$ cat config.mk
export PLATFORM = sky130hd
export DESIGN_NAME = plc_compare
export DESIGN_NICKNAME = d
export VERILOG_FILES = /design/src/rtl/plc_pkg.sv /design/src/rtl/plc_compare.sv
export SDC_FILE = /design/constraint.sdc
export NUM_CORES = 1
export LEC_CHECK = 0
export BUFFER_PORTS_ARGS = -buffer_cell sky130_fd_sc_hd__buf_2
export CORE_AREA = 2 2 39 41
export DETAILED_ROUTE_END_ITERATION = 7
export DIE_AREA = 0 0 41 43
export PLACE_DENSITY_LB_ADDON = 0.15
export SLEW_MARGIN = 0
export SYNTH_ARGS = -nofsm -noshare
export SYNTH_HDL_FRONTEND = slang
export SYNTH_SLANG_ARGS = --single-unit
$ cat constraint.sdc
create_clock -name vclk -period 0.8
set_input_delay 0.04 -clock vclk [all_inputs]
set_output_delay 0.04 -clock vclk [all_outputs]
set_load 0.05 [all_outputs]
$ cat src/rtl/plc_pkg.sv
package plc_pkg;

  typedef enum logic {
    OP_FLAG   = 1'b0,
    OP_VECTOR = 1'b1
  } chk_op_e;

  // Intended level of one pin: peripheral signal or latch bit.
  function automatic logic intended_level(input logic use_ctrl,
                                          input logic latch_bit,
                                          input logic ctrl_bit);
    return use_ctrl ? ctrl_bit : latch_bit;
  endfunction

  // Mismatch of one pin, masked for input pins and input-only ports.
  function automatic logic bit_miss(input logic pin_bit,
                                    input logic want_bit,
                                    input logic drives,
                                    input logic in_only);
    return (drives & ~in_only) & (pin_bit ^ want_bit);
  endfunction

endpackage

$ cat src/rtl/plc_compare.sv
module plc_compare #(
  parameter int WIDTH = 8
) (
  input  logic [WIDTH-1:0] pin_i,
  input  logic [WIDTH-1:0] latch_i,
  input  logic [WIDTH-1:0] ctrl_i,
  input  logic [WIDTH-1:0] dir_out_i,
  input  logic [WIDTH-1:0] src_ctrl_i,
  input  logic             input_only_i,
  output logic [WIDTH-1:0] miss_o
);

  generate
    for (genvar b = 0; b < WIDTH; b++) begin : g_bit
      logic want;
      assign want      = plc_pkg::intended_level(src_ctrl_i[b], latch_i[b], ctrl_i[b]);
      assign miss_o[b] = plc_pkg::bit_miss(pin_i[b], want, dir_out_i[b], input_only_i);
    end
  endgenerate

endmodule

# Word level (Yosys, flattened, before mapping)
# Index checks and enable logic that the tools add are counted.
# op_classes
muxes,8
n_bitwise,25
# ops
op,count
$and 1x1->1,16
$mux 1,8
$xor 1x1->1,8
$not 1->1,1
# word_totals
reg_bits,0
input_bits,41
output_inout_bits,8

# Depth between registers and ports, before layout
# depth
depth_word,3
depth_mapped,3
ltp_nobuf,2

# Least setup slack after synthesis
# OpenSTA, ideal clock, no wires.
# synth_path
path_type,input to output
start,in input_only_i
end,out miss_o[1]
t_arrival_ps,1285
t_required_ps,760
setup_slack_ps,-525
stages,3
path_buffers,1
cell_sequence,buf_6 -> or3b_1 -> mux2i_1
# synth_between
elab_chain_cells,3
# synth_lines
element,line_no,text
start: declaration,plc_compare.sv:9,"input logic input_only_i,"
$not 1->1,plc_pkg.sv:20,return (drives & ~in_only) & (pin_bit ^ want_bit);
$and 1x1->1 (2 in a row),plc_pkg.sv:20,
end: declaration,plc_compare.sv:10,output logic [WIDTH-1:0] miss_o
# No other way between the ends.

# Worst setup path in the final report
# layout_path
start,in input_only_i
end,out miss_o[6]
# The elaborated chain is that of the path after synthesis.

==> summary.md <==
| Metric | Value |
|---|---|
| Status | finished, violations left |
| Failing checks | setup timing |
| Clock power frac | 0% |
| Register area share after synthesis | 0% |
| Via count | 484 |
| Crit path cell chain | buf_12 > or3b_4 > mux2i_4 > buf_6 |
| Endpoints failing setup | 8 |
| DIE AREA | 1760 um^2 |
| Placed cells | 101 |
| First-pass GRT wire length | 1.68 mm |
| Slew HR | 87.8% |
| FILL cells | 112 |
| Vias in the first global route | 462 |
| Layout Area Growth over Synthesis | 210% |
| Synth warnings | 0 |
| P_leak | 0.401 nW |
| GR Layer Usage met1 | 13.2% |
| Slowest stage delay, CP | 0.37 ns |
| Synth unique cells | 5 |
| DR WL/cell | 10.9 um |
| Most Crowded Layer GR | met2 |
| Die Wd | 41 um |
| Port Buffer Count | 49 |
| Grt met2 use | 27.2% |
| Placer Congestion | 0.593 |
| Non-filler cells in the finished layout | 102 |
| Starting Density | 21.8% |
| Crit path time final | 0.891 ns |
| Router iterations before antenna repair | 1 |
| Largest net degree at the start of global routing | 9 |
| Hpwl dp | 800 um |
| Mapped cell area | 302 um^2 |
| Max-slew violations | 0 |
| Post-CTS Setup Repair Bufs | 0 |
| Initial antenna violation count | 0 |
| Nets | 129 |
| Worst Path Max Fanout | 8 |
| VDD IR max | 0.309 mV |
| CP Class | in -> out |
| Final period util | 111% |
| Net Sw Frac | 41.3% |
| Sequential Power Share | 0% |
| Switching pwr | 0.231 mW |
| # DRC | 0 |
| FF+latch area | 0 um^2 |
| Average footprint of a synthesized cell | 9.14 um^2 |
| Vias per std cell | 4.75 |
| Antenna Nets Post-Route | 0 |
| Worst EP required | 0.76 ns |
| Met3 usage | 1.05% |
| Max-Cap Viols | 0 |
| Setup slack at placement | -0.289 ns |
| HP Class | in -> out |
| Core outline area | 1380 um^2 |
| Chip height | 43 um |
| Clock buf count | 0 |
| Worst EP arrival | 0.85 ns |
| FF+latch count | 0 |
| Total GRT Usage | 13.1% |
| Unrepaired setup endpoints after global routing | true |
| Critical path launch point type | input port |
| Grt ovf | 0 |
| Post-synth net total | 74 |
| Final hold viol count | 0 |
| Worst-Margin Slew | 0.179 ns |
| Row count | 14 |
| Drt first-iter violations | 0 |
| Critical Path Sink Type | output port |
| Pint | 0.328 mW |
| Final worst setup slack | -0.0909 ns |
| CP max-delay cell | or3b_4 |
| Max Clock Freq | 1.12 GHz |
| N_diodes | 0 |
| Power per cell area | 598 nW/um^2 |
| Final WL | 1.11 mm |
| Comb power frac | 100.0% |
| Final core occ | 67.5% |
| Cell count after synthesis | 33 |
| Layout cell share with drive strength beyond 1 | 88.4% |
| CTS Hold Bufs | 0 |
| Ports | 49 |
[cells in the mapped netlist]
cell	instances	share of area (%)
nand3b_1	8	20
mux2i_1	16	53
or3b_1	6	17
buf_6	1	3.7
or3b_2	2	5.8
[kinds of logic (layout without fill, tap and decap cells)]
group	Yosys count	after routing	synth area share (%)
muxes	16	16	53.1
buffers and inverters	1	54	3.73
and+or+nand+nor	16	16	43.2
[critical path, delay by kind of cell]
| kind | cells | cell delay, ns |
|---|---|---|
| AND/OR/NAND/NOR | 1 | 0.37 |
| multiplexers | 1 | 0.15 |
| buffers and inverters | 2 | 0.29 |
[what timing repair did]
action | in CTS | in global routing
setup endpoints to repair | 8 | 8
cloned | 1 | 0
pin swaps | 6 | 0
resized for setup | 32 | 3
[cell type report]
type               instances  area, um^2  share of cell area, %
well taps                 16        20.0                   2.14
repair buffers            54         429                   45.9
multi-input cells         32         485                   51.9
[power groups by stage]
stage,sequential [mW],combinational (mW),clock (mW)
detailed placement,0,0.433,0
CTS,0,0.546,0
floorplan,0,0.274,0
global route,0,0.586,0
global placement,0,0.429,0
finish,0,0.559,0
[per-stage QoR]
stage          power, mW  hold WS, ns  TNS [ns]  cell area [um^2]
6_report           0.559        0.468    -0.700               935
5_1_grt            0.586        0.480    -0.874               935
4_1_cts            0.546        0.467    -0.718               911
3_5_place_dp       0.433        0.540     -2.25               728
3_3_place_gp       0.429        0.537     -2.22               728
2_1_floorplan      0.274        0.309    -0.505               448
[layer usage]
layer / share of wire (%) / vias up
li1: - / 239
met4: 0 / 0
met1: 33 / 213
met5: 0 / -
met2: 56 / 32
met3: 11 / 0
[final timing paths]
kind / slack, ns / start / endpoint / cells past startpoint
setup / recovery: -0.09 / input_only_i / miss_o[6] / 4
hold / removal: 0.47 / pin_i[6] / miss_o[6] / 4
[cells in the final DEF, fill, tap and decap left out, drive strengths merged]
| master | count |
|---|---|
| buf | 53 |
| mux2i | 16 |
| or3b | 8 |
| nand3b | 8 |
| bufbuf | 1 |
No activity file was read; power rests on OpenSTA's default activity.
